===== config.mk =====
export PLATFORM = sky130hd
export DESIGN_NAME = irq_present_unit
export DESIGN_NICKNAME = d
export VERILOG_FILES = /design/src/rtl/irq_present_unit.sv
export SDC_FILE = /design/constraint.sdc
export NUM_CORES = 1
export LEC_CHECK = 0
export ABC_CLOCK_PERIOD_IN_PS = 3910
export BUFFER_PORTS_ARGS = -buffer_cell sky130_fd_sc_hd__clkbuf_2
export CORE_MARGIN = 2
export CORE_UTILIZATION = 32
export CTS_CLUSTER_DIAMETER = 50
export DETAILED_ROUTE_END_ITERATION = 12
export PLACE_DENSITY_LB_ADDON = 0.12
export SLEW_MARGIN = 20
export SYNTH_ARGS = -nofsm -noshare
export SYNTH_HDL_FRONTEND = slang
export SYNTH_SLANG_ARGS = --single-unit
export TNS_END_PERCENT = 20

===== constraint.sdc =====
create_clock -name clk -period 3.91 [get_ports clk]
set_input_delay 0 -clock clk [delete_from_list [all_inputs] [get_ports clk]]
set_output_delay 0 -clock clk [all_outputs]
set_load 0.01 [all_outputs]

===== src/rtl/irq_present_unit.sv =====
module irq_present_unit #(
  parameter int SRC_W    = 24,
  parameter int PRIO_W   = 8,
  parameter int IPI_CODE = 2
) (
  input  logic                      clk,
  input  logic                      rst_n,
  input  logic                      cmd_valid,
  output logic                      cmd_ready,
  input  logic [2:0]                cmd_op,
  input  logic [PRIO_W+SRC_W-1:0]   cmd_data,
  output logic                      ext_irq,
  output logic                      rsp_valid,
  output logic [PRIO_W+SRC_W-1:0]   rsp_word,
  output logic                      rej_valid,
  output logic [SRC_W-1:0]          rej_src,
  output logic                      resend_req,
  output logic                      eoi_valid,
  output logic [SRC_W-1:0]          eoi_src
);
  localparam int WORD_W = PRIO_W + SRC_W;
  localparam logic [PRIO_W-1:0] LEAST = '1;
  localparam logic [SRC_W-1:0]  IPI   = SRC_W'(IPI_CODE);
  localparam logic [2:0] OP_OFFER = 3'd0, OP_TAKE = 3'd1, OP_RUN = 3'd2,
                         OP_IPI = 3'd3, OP_DONE = 3'd4;

  logic [PRIO_W-1:0] run_q, ipi_q, wait_q;
  logic [SRC_W-1:0]  src_q;
  logic              retry_q;

  logic [PRIO_W-1:0] run_d, ipi_d, wait_d;
  logic [SRC_W-1:0]  src_d;
  logic              retry_d;
  logic              disp_hit, resend_d, take_d, done_d, lower;
  logic [SRC_W-1:0]  disp_val;

  wire              fire     = cmd_valid & cmd_ready;
  wire [PRIO_W-1:0] arg_lo   = cmd_data[PRIO_W-1:0];
  wire [PRIO_W-1:0] arg_hi   = cmd_data[WORD_W-1:SRC_W];
  wire [SRC_W-1:0]  arg_src  = cmd_data[SRC_W-1:0];
  wire [PRIO_W-1:0] low_val  = (cmd_op == OP_DONE) ? arg_hi : arg_lo;

  assign ext_irq = (src_q != '0) && (wait_q < run_q);

  always_comb begin
    run_d    = run_q;
    ipi_d    = ipi_q;
    wait_d   = wait_q;
    src_d    = src_q;
    retry_d  = retry_q;
    disp_hit = 1'b0;
    disp_val = '0;
    resend_d = 1'b0;
    take_d   = 1'b0;
    done_d   = 1'b0;
    lower    = 1'b0;
    if (fire) begin
      case (cmd_op)
        OP_OFFER: begin
          if (run_q > arg_hi && ipi_q > arg_hi && wait_q > arg_hi) begin
            disp_hit = 1'b1;
            disp_val = src_q;
            src_d    = arg_src;
            wait_d   = arg_hi;
          end else begin
            retry_d = 1'b1;
          end
        end
        OP_TAKE: begin
          take_d = 1'b1;
          if (src_q != '0) begin
            run_d  = wait_q;
            wait_d = LEAST;
            src_d  = '0;
          end
        end
        OP_IPI: begin
          ipi_d = arg_lo;
          if (arg_lo < run_q && arg_lo <= wait_q) begin
            disp_hit = 1'b1;
            disp_val = src_q;
            wait_d   = arg_lo;
            src_d    = IPI;
          end
          if (arg_lo > ipi_q) begin
            resend_d = retry_q;
            retry_d  = 1'b0;
          end
        end
        OP_RUN: begin
          if (arg_lo > run_q) begin
            lower = 1'b1;
          end else if (arg_lo < run_q) begin
            run_d = arg_lo;
            if (arg_lo <= wait_q) begin
              disp_hit = 1'b1;
              disp_val = src_q;
              src_d    = '0;
              wait_d   = LEAST;
            end
          end
        end
        OP_DONE: begin
          lower  = 1'b1;
          done_d = (arg_src != IPI);
        end
        default: ;
      endcase
      if (lower) begin
        run_d = low_val;
        if (ipi_q < low_val && ipi_q <= wait_q) begin
          wait_d = ipi_q;
          src_d  = IPI;
        end
        resend_d = retry_q;
        retry_d  = 1'b0;
      end
    end
  end

  always_ff @(posedge clk) begin
    if (!rst_n) begin
      cmd_ready  <= 1'b0;
      run_q      <= '0;
      ipi_q      <= LEAST;
      wait_q     <= LEAST;
      src_q      <= '0;
      retry_q    <= 1'b0;
      rsp_valid  <= 1'b0;
      rsp_word   <= '0;
      rej_valid  <= 1'b0;
      rej_src    <= '0;
      resend_req <= 1'b0;
      eoi_valid  <= 1'b0;
      eoi_src    <= '0;
    end else begin
      cmd_ready  <= 1'b1;
      run_q      <= run_d;
      ipi_q      <= ipi_d;
      wait_q     <= wait_d;
      src_q      <= src_d;
      retry_q    <= retry_d;
      rsp_valid  <= take_d;
      rsp_word   <= take_d ? {run_q, src_q} : '0;
      rej_valid  <= disp_hit && disp_val != '0 && disp_val != IPI;
      rej_src    <= (disp_hit && disp_val != '0 && disp_val != IPI) ? disp_val : '0;
      resend_req <= resend_d;
      eoi_valid  <= done_d;
      eoi_src    <= done_d ? arg_src : '0;
    end
  end
endmodule


==> results.py <==
metrics = {
    "outcome": {
        "status": "finished clean",
    },
    "cells_and_area": {
        "n_antenna_cell": 0,
        "fillers": 1943,
        "seqCellArea_um2": 2683,
        "multiInputGateArea_um2": 3501,
        "final_nets": 915,
        "final_core_util_pct": 41.30,
        "layout-drive-gt1-share_pct": 21.59,
        "layout_common_cells": "134 x dfxtp_1, 123 x clkbuf_2, 73 x and2_1",
        "fin_area_um2": 8092,
        "area_growth_pct": 26.19,
        "final_common_cell": "dfxtp_1",
    },
    "drt": {
        "drc": 0,
        "dr.pass1.iters": 5,
        "vias_per_cell": 5.028,
        "wl_met1_um": 9383,
        "vias": 5455,
        "wirelength_um": 20030,
        "dr_wl_met3_um": 980,
        "routed.top_layer": "met4",
        "met2_length_um": 9265,
        "ant_nets": 0,
        "drtIter0Drc": 342,
        "wl_per_cell_um": 18.46,
    },
    "floorplanning": {
        "die_y_um": 145.6,
        "start_util_pct": 32.73,
        "die_area_um2": 21190,
        "chipWidth_um": 145.6,
        "core.rowCount": 51,
        "coreArea_um2": 19590,
        "num_io_pins": 124,
    },
    "setup_path": {
        "worst_ep_required_time_ns": 4.22,
        "r2r_cells": 11,
        "cp_max_fo": 8,
        "path_cells": "dlygate4sd3_1 -> clkbuf_2 -> nor3b_2 -> mux2i_1 -> ha_1 -> and4_1 -> a221o_1 -> nor3_1 -> nand3_1 -> o21ai_1 -> a21oi_1 -> dlygate4sd3_1",
        "worst_path_most_repeated_cell": "dlygate4sd3_1",
        "reg2reg_slack_ns": 0.79,
        "critPathBufInv": 3,
        "worstSetupPathType": "in2reg",
        "cp-start-kind": "primary input",
        "r2r_start": "ipi_q[0]$_SDFFE_PN1P_",
        "rr_endpoint": "src_q[23]$_SDFFE_PN0P_",
        "slowest_stage": "dlygate4sd3_1",
        "setup.worst_path.start": "cmd_op[2]",
        "cp-end-kind": "register",
        "crit_family": "buffers and inverters",
        "cp_slowest_stage_delay_ns": 0.56,
        "worstPathArrival_ns": 3.82,
    },
    "sta": {
        "worst_pin_slew_ns": 1.061,
        "holdWs_ns": 0.07060,
        "fin_setup_tns_ns": 0,
        "rsz0062_at_grt": "no",
        "slew_violations": 0,
        "fin_skew_ns": 0.01188,
        "relSlewSlack_pct": 28.70,
        "setup_viol": 0,
        "fin_crit_ns": 3.518,
        "fin_crit_sh_pct": 89.98,
        "max_freq_mhz": 284.2,
        "hold_viol": 0,
        "worst_slack_ns": 0.3919,
    },
    "global_routing": {
        "grt_pass1_wl_um": 31380,
        "grt_pass1_vias": 5555,
        "grt_util_all_layers_pct": 19.23,
        "grt_max_degree": 29,
        "antenna_found_initial": 0,
        "grt_remaining_overflow": 0,
    },
    "cts": {
        "clkLatencyLatePin_ns": 0.42,
        "cts_buffer_depth": 2,
        "h-tree-depth": 4,
        "numCtsBuffers": 17,
        "cts_tree": "yes",
        "clkTransAtPathRegs_ns": 0.06,
        "cts_sinks": 134,
        "postCtsSetupRepairBufs": 0,
        "cts_root_buf": "clkbuf_16",
    },
    "power": {
        "p_leak_nw": 3.619,
        "irDropWorstVdd_uv": 262.9,
        "powerDensity_nw_per_um2": 400.9,
    },
    "placement": {
        "portBuffers": 123,
        "placed_area_um2": 7325,
        "post-place-ws_ns": 0.6309,
        "dp_hpwl_um": 14870,
        "place.gp.congestion": 0.8420,
    },
    "logic_synthesis": {
        "synth_seq_cells": 134,
        "seq_area_frac_synth_pct": 41.83,
        "avgSynthCellArea_um2": 9.686,
        "async_reset_ff_share_pct": 0,
        "synth.net_count": 770,
        "ys.warnings.count": 0,
        "synth_cells": 662,
        "synth-edff-count": 0,
        "syn_area_um2": 6412,
        "synth_cell_type_count": 52,
        "synthFlopType": "dfxtp_1",
    },
    "flow_run": {
        "drv_cap": 0,
    },
    "min_path": {
        "min_path_cells": 2,
        "hold_path_class": "in2reg",
        "min_to": "eoi_src[1]$_SDFF_PN0_",
        "min_from": "cmd_data[1]",
    },
}
## registers in the layout, indices dropped and copies added (netlist names)
signal	flops
rsp_valid	1
wait_q	8
run_q	8
retry_q	1
rej_src	24
rsp_word	32
resend_req	1
src_q	24
rej_valid	1
eoi_valid	1
ipi_q	8
eoi_src	24
cmd_ready	1
## synthesized netlist by cell type (2+ instances only)
cell type | count | area share, %
a22o_1 | 22 | 3.0
nor2_1 | 32 | 1.9
and4_1 | 2 | 0.27
nor4_1 | 10 | 0.98
buf_2 | 9 | 0.70
a21o_1 | 7 | 0.82
nand2_1 | 19 | 1.1
o22ai_1 | 7 | 0.68
buf_4 | 2 | 0.23
clkbuf_1 | 16 | 0.94
dfxtp_1 | 134 | 42
o21ai_1 | 2 | 0.16
o21ai_0 | 15 | 1.2
and2_1 | 73 | 7.1
nand3_1 | 14 | 1.1
a211oi_1 | 26 | 3.0
nor2b_1 | 26 | 2.5
a211o_1 | 2 | 0.27
a21oi_1 | 37 | 2.9
nand2b_1 | 5 | 0.49
ha_1 | 70 | 14
or3_1 | 2 | 0.20
a31oi_1 | 2 | 0.20
inv_1 | 32 | 1.9
nor3_1 | 15 | 1.2
o211ai_1 | 12 | 1.4
nand4_1 | 13 | 1.3
nand2_2 | 2 | 0.20
o31ai_1 | 3 | 0.35
mux2i_1 | 25 | 3.9
and3_1 | 3 | 0.29
o21a_1 | 3 | 0.35
## kinds of logic (layout without fill, tap and decap cells)
logic type | Yosys count | in the layout | synth area share (%)
muxes | 26 | 26 | 4.078
adders and majority gates | 70 | 70 | 13.66
and+or+nand+nor | 222 | 222 | 19.88
buffers and inverters | 60 | 218 | 3.805
AOI/OAI and AO/OA | 150 | 150 | 16.74
DFF | 134 | 134 | 41.83
## power breakdown
| group | leakage, nW | switching, mW | internal [mW] |
|---|---|---|---|
| Combinational | 2.28 | 0.193 | 0.128 |
| Sequential | 1.08 | 0.0151 | 1.38 |
| Clock | 0.262 | 0.650 | 0.883 |
| Total | 3.62 | 0.858 | 2.39 |
## stage by stage
step                      power [mW]  std cells
final                          3.244       1085
after global routing           3.379       1085
after CTS                      3.281       1085
after detailed placement       1.725       1033
after global placement         1.716       1033
after floorplan                1.609        662
## final cells by class
type | count | area share [%]
repair buffers | 154 | 11.10
clock buffers | 19 | 5.350
multi-input cells | 468 | 43.27
flip-flops and latches | 134 | 33.15
well taps | 265 | 4.098
clock inverters | 13 | 1.546
inverters | 32 | 1.484
## worst max-delay path by stage
stage                                  end  slack [ns]  cells after the start
finish              src_q[23]$_SDFFE_PN0P_        0.39                     12
global route        src_q[23]$_SDFFE_PN0P_        0.29                     12
global placement     src_q[7]$_SDFFE_PN0P_        0.73                     12
detailed placement   src_q[7]$_SDFFE_PN0P_        0.63                     12
floorplan           src_q[10]$_SDFFE_PN0P_        1.13                     13
CTS                 src_q[23]$_SDFFE_PN0P_        0.47                     12
## what timing repair did
action,CTS,global route
resized for setup,0,0
endpoints found under the hold margin,36,0
hold buffers,20,0
## routing by layer
| metal | GRT usage [%] | vias up |
|---|---|---|
| met1 | 24.78 | 2558 |
| li1 | - | 2687 |
| met3 | 4.765 | 29 |
| met4 | 6.520 | 0 |
| met2 | 31.54 | 181 |
| met5 | 0 | - |
No activity file was read; power rests on OpenSTA's default activity.
